<file path="src/rtl/hdx_serial_pkg.sv">
`timescale 1ns/1ps
package hdx_serial_pkg;
  localparam int WORD_W = 16;
  localparam int CNT_W  = 5;
  localparam int MODE_W = 6;
  localparam int SEL_N  = 4;
  localparam int SEL_W  = 2;

  typedef struct packed {
    logic loadTx;
    logic shiftOut;
    logic sampleIn;
    logic clearRx;
  } dpStrobe_t;

  typedef enum logic [1:0] {
    ST_IDLE  = 2'd0,
    ST_WRITE = 2'd1,
    ST_READ  = 2'd2
  } serState_t;

  function automatic logic [CNT_W-1:0] clampCnt(input logic [CNT_W-1:0] c);
    return (c > CNT_W'(WORD_W)) ? CNT_W'(WORD_W) : c;
  endfunction
endpackage

</file>
<file path="src/rtl/hdx_serial_datapath.sv">
`timescale 1ns/1ps
module hdx_serial_datapath
  import hdx_serial_pkg::*;
#(
  parameter int DATA_W = WORD_W
) (
  input  logic              clk,
  input  logic              rstN,
  input  logic              txWr,
  input  logic [DATA_W-1:0] wdata,
  input  dpStrobe_t         strobe,
  input  logic              serIn,
  output logic              serOut,
  output logic [DATA_W-1:0] rxData
);
  logic [DATA_W-1:0] txReg;
  logic [DATA_W-1:0] txShift;
  logic [DATA_W-1:0] rxShift;
  logic              outBit;

  always_ff @(posedge clk or negedge rstN) begin
    if (!rstN) begin
      txReg <= '0;
    end else if (txWr) begin
      txReg <= wdata;
    end
  end

  always_ff @(posedge clk or negedge rstN) begin
    if (!rstN) begin
      txShift <= '0;
      outBit  <= 1'b0;
    end else if (strobe.loadTx) begin
      if (strobe.shiftOut) begin
        outBit  <= txReg[DATA_W-1];
        txShift <= {txReg[DATA_W-2:0], 1'b0};
      end else begin
        txShift <= txReg;
      end
    end else if (strobe.shiftOut) begin
      outBit  <= txShift[DATA_W-1];
      txShift <= {txShift[DATA_W-2:0], 1'b0};
    end
  end

  always_ff @(posedge clk or negedge rstN) begin
    if (!rstN) begin
      rxShift <= '0;
    end else if (strobe.clearRx) begin
      rxShift <= '0;
    end else if (strobe.sampleIn) begin
      rxShift <= {rxShift[DATA_W-2:0], serIn};
    end
  end

  assign serOut = outBit;
  assign rxData = rxShift;
endmodule

</file>
<file path="src/rtl/hdx_serial_ctrl.sv">
`timescale 1ns/1ps
module hdx_serial_ctrl
  import hdx_serial_pkg::*;
(
  input  logic              clk,
  input  logic              rstN,
  input  logic              ctrlWr,
  input  logic              setupAWr,
  input  logic              setupBWr,
  input  logic              dataRd,
  input  logic [WORD_W-1:0] wdata,
  output logic [WORD_W-1:0] statusWord,
  output logic [WORD_W-1:0] setupAWord,
  output logic [WORD_W-1:0] setupBWord,
  output logic              serClk,
  output logic [SEL_N-1:0]  selOut,
  output dpStrobe_t         strobe,
  output logic              busy,
  output logic              rdReady,
  output logic              inWrite,
  output logic              inRead
);
  localparam int PAIR_W = 2 * MODE_W;

  logic [PAIR_W-1:0] setupA, setupB;
  logic [MODE_W-1:0] modeOf [SEL_N];
  logic [MODE_W-1:0] curMode;
  logic              selCmd;
  logic [SEL_W-1:0]  selIdx;
  serState_t         state;
  logic [1:0]        halfCnt, halfTop;
  logic [CNT_W-1:0]  bitsLeft, rdPending;
  logic [CNT_W-1:0]  wrReq, rdReq;
  logic [SEL_W-1:0]  reqIdx;
  logic              startGo, edgeNow, riseNow, fallNow, lastBit, clkReg;
  logic              unusedHigh;

  assign unusedHigh = ^wdata[WORD_W-1:WORD_W-2];

  generate
    for (genvar i = 0; i < SEL_N; i++) begin : g_sel
      logic selActive;
      if (i < 2) begin : g_a
        assign modeOf[i] = setupA[(i % 2) * MODE_W +: MODE_W];
      end else begin : g_b
        assign modeOf[i] = setupB[(i % 2) * MODE_W +: MODE_W];
      end
      assign selActive = selCmd && (selIdx == SEL_W'(i));
      assign selOut[i] = modeOf[i][2] ? selActive : ~selActive;
    end
  endgenerate

  assign busy    = (state != ST_IDLE);
  assign inWrite = (state == ST_WRITE);
  assign inRead  = (state == ST_READ);
  assign serClk  = clkReg;

  always_comb begin
    wrReq   = clampCnt(wdata[9:5]);
    rdReq   = clampCnt(wdata[4:0]);
    reqIdx  = wdata[11:10];
    startGo = ctrlWr && !busy && wdata[13] && ((wrReq != '0) || (rdReq != '0));
    case (curMode[4:3])
      2'b00:   halfTop = 2'd0;
      2'b01:   halfTop = 2'd1;
      default: halfTop = 2'd3;
    endcase
    edgeNow = busy && (halfCnt == halfTop);
    riseNow = edgeNow && !clkReg;
    fallNow = edgeNow && clkReg;
    lastBit = (bitsLeft == CNT_W'(1));
  end

  always_comb begin
    strobe          = '0;
    strobe.loadTx   = startGo;
    strobe.clearRx  = startGo && (rdReq != '0);
    strobe.shiftOut = (startGo && (wrReq != '0) && !modeOf[reqIdx][1]) ||
                      (inWrite && (curMode[1] ? riseNow : (fallNow && !lastBit)));
    strobe.sampleIn = inRead && (curMode[0] ? fallNow : riseNow);
  end

  always_ff @(posedge clk or negedge rstN) begin
    if (!rstN) begin
      setupA <= '0;
      setupB <= '0;
      selCmd <= 1'b0;
      selIdx <= '0;
    end else begin
      if (setupAWr) setupA <= wdata[PAIR_W-1:0];
      if (setupBWr) setupB <= wdata[PAIR_W-1:0];
      if (ctrlWr && !busy) begin
        selCmd <= wdata[12];
        selIdx <= reqIdx;
      end
    end
  end

  always_ff @(posedge clk or negedge rstN) begin
    if (!rstN) begin
      state     <= ST_IDLE;
      halfCnt   <= '0;
      clkReg    <= 1'b0;
      bitsLeft  <= '0;
      rdPending <= '0;
      curMode   <= '0;
    end else if (state == ST_IDLE) begin
      if (startGo) begin
        curMode <= modeOf[reqIdx];
        halfCnt <= '0;
        clkReg  <= 1'b0;
        if (wrReq != '0) begin
          state     <= ST_WRITE;
          bitsLeft  <= wrReq;
          rdPending <= rdReq;
        end else begin
          state     <= ST_READ;
          bitsLeft  <= rdReq;
          rdPending <= '0;
        end
      end
    end else if (edgeNow) begin
      halfCnt <= '0;
      clkReg  <= ~clkReg;
      if (clkReg) begin
        if (lastBit) begin
          if (inWrite && (rdPending != '0)) begin
            state     <= ST_READ;
            bitsLeft  <= rdPending;
            rdPending <= '0;
          end else begin
            state <= ST_IDLE;
          end
        end else begin
          bitsLeft <= bitsLeft - CNT_W'(1);
        end
      end
    end else begin
      halfCnt <= halfCnt + 2'd1;
    end
  end

  always_ff @(posedge clk or negedge rstN) begin
    if (!rstN) begin
      rdReady <= 1'b0;
    end else if (inRead && fallNow && lastBit) begin
      rdReady <= 1'b1;
    end else if (dataRd) begin
      rdReady <= 1'b0;
    end
  end

  assign statusWord = {rdReady, busy, 1'b0, selCmd, selIdx, 10'd0};
  assign setupAWord = {{(WORD_W-PAIR_W){1'b0}}, setupA};
  assign setupBWord = {{(WORD_W-PAIR_W){1'b0}}, setupB};
endmodule

</file>
<file path="src/rtl/hdx_serial_master.sv">
`timescale 1ns/1ps
module hdx_serial_master
  import hdx_serial_pkg::*;
#(
  parameter int ADDR_W     = 8,
  parameter int ADDR_SHIFT = 2
) (
  input  logic              clk,
  input  logic              rstN,
  input  logic [ADDR_W-1:0] regAddr,
  input  logic              regWr,
  input  logic              regRd,
  input  logic [WORD_W-1:0] regWdata,
  output logic [WORD_W-1:0] regRdata,
  output logic              serClk,
  output logic              serOut,
  input  logic              serIn,
  output logic [SEL_N-1:0]  selOut
);
  logic [ADDR_W-1:0] regIdx;
  logic              txWr, ctrlWr, setupAWr, setupBWr, dataRd;
  logic              busy, rdReady, inWrite, inRead;
  logic [WORD_W-1:0] statusWord, setupAWord, setupBWord, rxData;
  dpStrobe_t         strobe;

  assign regIdx   = regAddr >> ADDR_SHIFT;
  assign txWr     = regWr && (regIdx == ADDR_W'(0));
  assign ctrlWr   = regWr && (regIdx == ADDR_W'(1));
  assign setupAWr = regWr && (regIdx == ADDR_W'(2));
  assign setupBWr = regWr && (regIdx == ADDR_W'(3));
  assign dataRd   = regRd && (regIdx == ADDR_W'(0));

  hdx_serial_ctrl u_ctrl (
    .clk(clk), .rstN(rstN), .ctrlWr(ctrlWr), .setupAWr(setupAWr),
    .setupBWr(setupBWr), .dataRd(dataRd), .wdata(regWdata),
    .statusWord(statusWord), .setupAWord(setupAWord), .setupBWord(setupBWord),
    .serClk(serClk), .selOut(selOut), .strobe(strobe), .busy(busy),
    .rdReady(rdReady), .inWrite(inWrite), .inRead(inRead)
  );

  hdx_serial_datapath #(.DATA_W(WORD_W)) u_dp (
    .clk(clk), .rstN(rstN), .txWr(txWr), .wdata(regWdata), .strobe(strobe),
    .serIn(serIn), .serOut(serOut), .rxData(rxData)
  );

  always_comb begin
    case (regIdx)
      ADDR_W'(0): regRdata = rxData;
      ADDR_W'(1): regRdata = statusWord;
      ADDR_W'(2): regRdata = setupAWord;
      ADDR_W'(3): regRdata = setupBWord;
      default:    regRdata = '0;
    endcase
  end
endmodule

</file>
<file path="config.mk">
export PLATFORM = sky130hd
export DESIGN_NAME = hdx_serial_master
export DESIGN_NICKNAME = d
export VERILOG_FILES = /design/src/rtl/hdx_serial_pkg.sv /design/src/rtl/hdx_serial_datapath.sv /design/src/rtl/hdx_serial_ctrl.sv /design/src/rtl/hdx_serial_master.sv
export SDC_FILE = /design/constraint.sdc
export NUM_CORES = 1
export LEC_CHECK = 0
export ABC_AREA = 1
export BUFFER_PORTS_ARGS = -buffer_cell sky130_fd_sc_hd__buf_2
export CAP_MARGIN = 20
export CORE_ASPECT_RATIO = 1.5
export CORE_UTILIZATION = 60
export DETAILED_ROUTE_END_ITERATION = 8
export MAX_ROUTING_LAYER = met4
export PLACE_DENSITY = 0.84
export SLEW_MARGIN = 0
export SYNTH_ARGS = -nofsm -noshare
export SYNTH_HDL_FRONTEND = slang
export SYNTH_SLANG_ARGS = --single-unit
</file>
<file path="constraint.sdc">
create_clock -name clk -period 5.39 [get_ports clk]
set_clock_uncertainty 0.2 [all_clocks]
set_input_delay 0.539 -clock clk [delete_from_list [all_inputs] [get_ports clk]]
set_output_delay 0.539 -clock clk [all_outputs]
set_load 0.01 [all_outputs]
</file>
* After elaboration in Yosys (flattened, before gate mapping)
Index checks and enable logic that the tools add are counted.
** Operators by class
- Add/subtract/negate cells :: 2
- Magnitude comparators :: 3
- Equality and inequality tests :: 13
- Multiplexer cells :: 50
- Bitwise operators :: 6
- Reductions and logical operators :: 50
** Operators with widths (number)
- $mux 5 :: 18
- $mux 16 :: 5
- $pmux 16 s4 :: 1
- $logic_and 1x1->1 :: 24
- $mux 2 :: 10
- $reduce_bool 2->1 :: 8
- $reduce_bool 5->1 :: 3
- $mux 1 :: 14
- $bmux 6 s2 :: 1
- $eq 6x2->1 const B :: 2
- $gt 5x5->1 const B :: 2
- $logic_not 8->1 :: 1
- $reduce_and 4->1 :: 2
- $eq 2x1->1 const B :: 3
- $eq 2x2->1 const B :: 3
- $eq 6x1->1 const B :: 1
- $logic_not 2->1 :: 3
- $eq 5x1->1 const B :: 1
- $not 1->1 :: 5
- $reduce_and 5->1 :: 1
- $sub 5x1->5 const B :: 1
- $logic_not 1->1 :: 4
- $pmux 2 s2 :: 1
- $reduce_and 2->1 :: 2
- 7 further kinds :: 8
** Storage, ports and cells
- Bits in registers :: 97
- Output and inout port bits :: 22

* Longest topological paths before layout
Gate-level depths: netlist (run 1).
- Depth in word-level cells :: 11
- Depth in mapped cells :: 13
- Gate-level depth less buffers :: 12

* Hierarchy
A second synthesis (run 1) with hierarchy kept.
** Unflattened totals
- Cells, all modules :: 785
- Area, all modules :: 5850.6 um^2
** Modules (own cells, without submodules)
- hdx_serial_ctrl :: instances 1, cells an instance 346, area each 2793.9 um^2
- hdx_serial_datapath :: instances 1, cells an instance 239, area each 2245.9 um^2
- hdx_serial_master :: instances 1, cells an instance 200, area each 810.8 um^2

* Worst setup path after synthesis (run 1)
Ideal clock, no wire load.
- Kind :: input port to output port
- From :: in regAddr[7]
- To :: out regRdata[10]
- Data arrival time :: 1.687 ns
- Path slack :: 2.964 ns
- Stages :: 6
- Path buffers :: 1
- Path through :: nor2_1 inv_1 nor4_1 clkbuf_1 inv_1 o221ai_1
** Between the ends
- Longest elaborated chain between the ends :: 2
- Elaborated cells on any way between the ends :: 5
- Classes of those cells :: 3 x eq/ne; 1 x mux; 1 x reduce/logical
** Ends and longest elaborated chain
- start, declared :: line hdx_serial_master.sv:10 : input logic [ADDR_W-1:0] regAddr,
- $eq 6x2->1 (tied with other cells) :: line hdx_serial_master.sv:47 : case (regIdx)
- $pmux 16 s4 (*) :: line hdx_serial_master.sv:47
- end, declared :: line hdx_serial_master.sv:14 : output logic [WORD_W-1:0] regRdata,
Mark *: on every way between the ends. The rest lies on a longest branch, timed or not.

* Final worst setup path (run 1)
- From :: in regAddr[7]
- To :: reg u_dp.txReg[15]
** Between the ends
- Longest elaborated chain between the ends :: 2
** Ends and longest elaborated chain
- $logic_not 8->1 :: line hdx_serial_master.sv:27 : assign txWr = regWr && (regIdx == ADDR_W'(0));
- $logic_and 1x1->1 :: line hdx_serial_master.sv:27
- end signal, assigned :: line hdx_serial_datapath.sv:25 : txReg <= wdata;
- end, declared :: line hdx_serial_datapath.sv:16 : logic [DATA_W-1:0] txReg;
No other way between the ends.
A chain may end at the register's enable or synchronous reset.

==> flow_summary.toml, run 1 <==
[status]
run_status = "completed"

[synthesis]
ys_types = 40
synthTopCellsByCount = "nand2_1, dfrtp_1, o21ai_0"
synthesis.nets = 677
ys.flop_type = "dfrtp_1"
synth_edf_count = 0
synth-async-reset-ratio_pct = 100
syn_avg_cell_area_um2 = 7.82
yosysMostFrequentCell = "nand2_1"
ys_ff_latch = 96
synth_top_area_share_pct = 47.6
ys_seq_area_share_pct = 47.6
syn_area_um2 = 5050
synth_area_leaders = "dfrtp_1, nand2_1, o21ai_0, nand3_1, inv_1"
netlist_instances = 646
ys_warn_count = 0
yosysTopAreaCell = "dfrtp_1"

[detailed_routing]
postRouteAntennaNets = 0
drc = 0
first_pass_iters = 5
vias = 4507
vias_per_cell = 5.70
wl_per_cell_um = 15.6
routed_wl_mm = 12.4
drt_iter0_markers = 348

[worst_setup_path]
start_kind = "input pin"
crit_top_cell = "nand2_1"
critical_path_buf_inv_count = 1
endpoint_kind = "flop"
arrival_ns = 3.00
slowest_delay_ns = 0.81
crit_path_top_delay_cell = "nand2_1"
crit_family = "simple AND/OR/NAND/NOR gates"
worst-path-max-fanout = 31
worstPathCellList = "buf_2, nor2_1, nand2_1, nor3_2, nand2_1, mux2_2"
critPathKind = "input pin to flop"
crit_required_ns = 5.42

[sta]
final.setup.tns_ns = 0
drv_slew = 0
rsz0062_at_grt = "false"
layout_min_cycle_time_ns = 2.97
fin_crit_sh_pct = 55.1
hold_violations = 0
worstMarginPinSlew_ns = 0.968
setup_viol = 0
slew-limit-headroom_pct = 35.1
fmax_mhz = 337

[die]
start_util_pct = 62.3
num_rows = 40
die_width_um = 76.9
core_um2 = 8110
pin_count = 51
die_h_um = 114
die_area_um2 = 8790

[layout]
drive_gt1_share_pct = 13.7
fillCellCount = 708
register_area_um2 = 2400
multi_input_area_um2 = 2230
fin_area_um2 = 5570
nets = 714
antennaDiodeCount = 0
syn_to_final_growth_pct = 10.3

[clock_network]
path_clk_slew_ns = 0.06
cts-root-buf = "clkbuf_16"
cts_made_buffers = 9
cts_tree = "built"
cts_sinks = 96
cts_hold_buf = 1
htreeDepth = 3
postCtsSetupBuffers = 0
clockBufferDepth = 2
clock_latency_ns = 0.35
ctsResizeCount = 0

[place]
placed_area_um2 = 5310
hpwl_mm = 8.94
gp_congestion = 0.872
numPortBuffers = 48

[global_route]
grtUsageTotal_pct = 31.6
grt_use_met3_pct = 4.14
use_met1_pct = 39.0
globalRoute.busiestLayer = "met2"
grt_first_pass_wirelength_mm = 20.9
grt_max_degree = 61
overflow = 0
antenna_found_initial = 0
grt_pass1_vias = 4417
gr-usage-met2_pct = 52.6

[pwr]
p_per_area_nw_per_um2 = 266
ir_drop_mv = 0.180
leakagePower_nw = 2.78

[flow_run]
drv_cap = 0

[hold_path]
hp-class = "input pin to flop"
cell families (layout without fill, tap and decap cells):
logic type | after synthesis | after routing | share of synthesized area [%]
AOI/OAI and AO/OA | 135 | 135 | 14.5
xor gates and xnor gates | 5 | 5 | 0.867
adders and majority gates | 2 | 2 | 0.495
buffers and inverters | 98 | 138 | 8.32
DFF | 96 | 96 | 47.6
muxes | 1 | 1 | 0.223
and+or+nand+nor | 309 | 309 | 28.0
area by class of cell:
class                           instances  area share [%]
Clock inverter                          4           0.427
Timing Repair Buffer                   52            4.94
Tap cell                              105            2.36
Sequential cell                        96            43.1
Clock buffer                           10            4.11
Inverter                               72            5.03
Multi-Input combinational cell        452            40.0
metal layers:
metal	part of all wire, %	vias up
li1	-	2184
met1	42	2154
met2	50	145
met3	4.8	24
met4	2.8	0
met5	0	-
through the flow:
step	util [%]	hold slack, ns	power [mW]	setup slack, ns	std cells
2_1_floorplan	-	0.0434	0.865	2.96	646
3_3_place_gp	65.4	0.265	0.916	2.14	776
3_5_place_dp	65.4	0.273	0.923	2.09	776
4_1_cts	68.7	0.236	1.48	2.44	791
5_1_grt	68.7	0.237	1.53	2.13	791
6_report	68.7	0.244	1.48	2.42	791
registers in the layout, indices dropped and copies added, names as in the netlist:
signal / flops
u_ctrl.rdReady: 1
u_ctrl.serClk: 1
u_ctrl.bitsLeft: 5
u_ctrl.setupB: 12
u_dp.serOut: 1
u_ctrl.halfCnt: 2
u_ctrl.state: 2
u_dp.rxData: 16
u_ctrl.setupA: 12
u_ctrl.selCmd: 1
u_ctrl.rdPending: 5
u_ctrl.selIdx: 2
u_dp.txShift: 16
u_ctrl.curMode: 4
u_dp.txReg: 16
cells in the final DEF, fill, tap and decap left out, types with 3 or more instances in the layout:
cell / Yosys / layout
nor2_1: 41 / 41
xor2_1: 4 / 4
o221ai_1: 3 / 3
o21ai_0: 78 / 78
nand2_4: 4 / 4
buf_4: 2 / 4
clkbuf_16: 0 / 9
nand3_1: 63 / 63
o211ai_1: 5 / 5
nand2_1: 174 / 174
inv_2: 4 / 4
inv_1: 65 / 65
o21ai_1: 7 / 7
a21oi_1: 29 / 29
nand2_2: 6 / 6
nor4_1: 4 / 4
nand4_1: 5 / 5
a22oi_1: 5 / 5
dfrtp_1: 96 / 96
buf_2: 4 / 47
clkinv_2: 0 / 3
a31oi_1: 5 / 5
power breakdown:
| group | switching, mW | total [mW] | leakage (nW) | internal [mW] |
|---|---|---|---|---|
| Clock | 0.263 | 0.569 | 0.128 | 0.306 |
| Combinational | 0.0786 | 0.122 | 1.38 | 0.0431 |
| Sequential | 0.0285 | 0.790 | 1.27 | 0.761 |
path summary, 6_finish.rpt:
check	from	end	slack, ns	cells past startpoint
max in group asynchronous	rstN	u_ctrl.bitsLeft[4]$_DFFE_PN0P_	3.34	3
hold reg to reg	u_dp.txReg[5]$_DFFE_PN0P_	u_dp.txReg[5]$_DFFE_PN0P_	0.29	2
setup reg to reg	u_ctrl.bitsLeft[1]$_DFFE_PN0P_	u_dp.txShift[9]$_DFFE_PN0P_	2.93	10
hold / removal	regWdata[15]	u_dp.txReg[15]$_DFFE_PN0P_	0.24	2
setup / recovery	regAddr[7]	u_dp.txReg[15]$_DFFE_PN0P_	2.42	6
min in group asynchronous	rstN	u_dp.txShift[10]$_DFFE_PN0P_	0.49	2
No activity file was read; power rests on OpenSTA's default activity.
==> run 2: changes to the inputs <==
--- a/config.mk
+++ b/config.mk
@@ -9,10 +9,10 @@
 export BUFFER_PORTS_ARGS = -buffer_cell sky130_fd_sc_hd__buf_2
 export CAP_MARGIN = 20
 export CORE_ASPECT_RATIO = 1.5
-export CORE_UTILIZATION = 60
+export CORE_UTILIZATION = 53
 export DETAILED_ROUTE_END_ITERATION = 8
 export MAX_ROUTING_LAYER = met4
-export PLACE_DENSITY = 0.84
+export PLACE_DENSITY = 0.79
 export SLEW_MARGIN = 0
 export SYNTH_ARGS = -nofsm -noshare
 export SYNTH_HDL_FRONTEND = slang
==> constraint.sdc (replaced) <==
create_clock -name clk -period 2.55 [get_ports clk]
set_clock_uncertainty 0.2 [all_clocks]
set_input_delay 0.255 -clock clk [delete_from_list [all_inputs] [get_ports clk]]
set_output_delay 0.255 -clock clk [all_outputs]
set_load 0.01 [all_outputs]
==> run 2 against run 1 <==
Against the previous run: critical endpoint is now u_dp.txShift[9]$_DFFE_PN0P_; cell count rose by 2.3%; die area rose by 13%; clock-buffer cell count fell by 1.
==> flow_summary.toml, run 2 (synthesis gave the netlist of run 1 again) <==
[status]
run_status = "completed"

[die]
die_area_um2 = 9930
die_width_um = 81.7
num_rows = 43
start_util_pct = 54.6
pin_count = 51
die_h_um = 122
core_um2 = 9250

[global_route]
grt_first_pass_wirelength_mm = 21.0
grt_max_degree = 54
antenna_found_initial = 0
grtUsageTotal_pct = 28.8
grt_pass1_vias = 4491
overflow = 0

[place]
place_inst = 788
placed_area_um2 = 5370
gp_congestion = 0.921
hpwl_mm = 9.10
numPortBuffers = 48

[layout]
multi_input_area_um2 = 2230
drive_gt1_share_pct = 14.6
antennaDiodeCount = 0
mostFrequentLayoutCells = "nand2_1, dfrtp_1, o21ai_0, inv_1, nand3_1"
register_area_um2 = 2400
fin_cells = 809
syn_to_final_growth_pct = 13.4
fillCellCount = 829
nets = 723
fin_area_um2 = 5730
final_common_cell = "nand2_1"

[flow_run]
drv_cap = 0

[sta]
fin_crit_sh_pct = 88.1
drv_slew = 0
hold_violations = 0
layout_min_cycle_time_ns = 2.25
fmax_mhz = 445
hold_ws_ns = 0.0146
setup_viol = 0
worstMarginPinSlew_ns = 0.732
rsz0062_at_grt = "false"
final.setup.tns_ns = 0
slew-limit-headroom_pct = 51.1

[clock_network]
path_clk_slew_ns = 0.07
cts-root-buf = "clkbuf_16"
ctsResizeCount = 0
clock_latency_ns = 0.35
postCtsSetupBuffers = 0
cts_tree = "built"
htreeDepth = 3
clockBufferDepth = 2
cts_sinks = 96
cts_made_buffers = 9

[worst_setup_path]
worst-path-max-fanout = 31
arrival_ns = 2.31
endpoint_kind = "flop"
crit_required_ns = 2.62
critPathKind = "flop to flop"
start_kind = "flop"

[detailed_routing]
drt_iter0_markers = 352
drc = 0
wl_per_cell_um = 15.6
first_pass_iters = 7
vias = 4566
postRouteAntennaNets = 0
routed_wl_mm = 12.6
vias_per_cell = 5.64

[hold_path]
hp-class = "input pin to flop"

[pwr]
leakagePower_nw = 2.85
p_per_area_nw_per_um2 = 585
ir_drop_mv = 0.430
## run 2: cell count changes in the layout (fill, tap and decap cells not counted), sizes merged
cell | previous run | this run
bufinv | 0 | 1
buf | 51 | 56
clkbuf | 10 | 9
dlygate4sd3 | 1 | 5
clkinvlp | 0 | 1
inv | 70 | 74
clkinv | 6 | 3
## run 2: cell type report
class                      instances  share of cell area (%)
clock buffer                       9                    3.93
multi-input combinational        452                    38.9
inverter                          72                    4.89
clock inverter                     7                    1.51
tap                              112                    2.45
sequential                        96                    41.9
timing repair buffer              61                    6.38
## run 2: layer usage
layer	GRT usage, %	wire length, um
met1	35.1	5270
met2	46.1	6290
met3	4.49	561
met4	14.3	499
met5	-	0
## run 2: path summary, 6_finish.rpt
check | startpoint | end | slack, ns | depth (start not counted)
worst min register to register | u_dp.txReg[12]$_DFFE_PN0P_ | u_dp.txReg[12]$_DFFE_PN0P_ | 0.29 | 2
worst max-delay path | u_ctrl.bitsLeft[1]$_DFFE_PN0P_ | u_dp.txShift[9]$_DFFE_PN0P_ | 0.30 | 10
min in group asynchronous | rstN | u_dp.txShift[8]$_DFFE_PN0P_ | 0.25 | 2
max in group asynchronous | rstN | u_dp.rxData[15]$_DFFE_PN0P_ | 1.20 | 3
worst max register to register | u_ctrl.bitsLeft[1]$_DFFE_PN0P_ | u_dp.txShift[9]$_DFFE_PN0P_ | 0.30 | 10
worst min-delay path | regWdata[4] | u_ctrl.rdPending[4]$_DFFE_PN0P_ | 0.01 | 3
## run 2: report_power, final
group | leakage [nW] | switching [mW] | internal (mW)
clock network | 0.150 | 0.628 | 0.783
logic | 1.43 | 0.173 | 0.0978
registers | 1.27 | 0.0606 | 1.61
## run 2: worst max-delay path, stage by stage (launching register included)
cell and delay, ns:
dfrtp_1 0.38, inv_1 0.10, ha_1 0.21, nand3_1 0.18, nand3_1 0.15, nand2_1 0.09, nand2_4 0.29, nand2_4 0.22
nand2_1 0.11, nand3_1 0.09, a21oi_1 0.16
## run 2: through the flow
step	power (mW)	setup slack [ns]	util, %
after floorplan	1.83	0.658	-
after global placement	1.94	0.386	58.0
after detailed placement	1.96	0.323	58.0
after CTS	3.37	0.341	61.9
after global routing	3.47	0.103	61.9
final	3.35	0.304	61.9
## run 2: what timing repair did
item / CTS / global route
endpoints found under the setup margin: 0 / 0
hold buffers: 5 / 0
hold endpoints to repair: 47 / 0
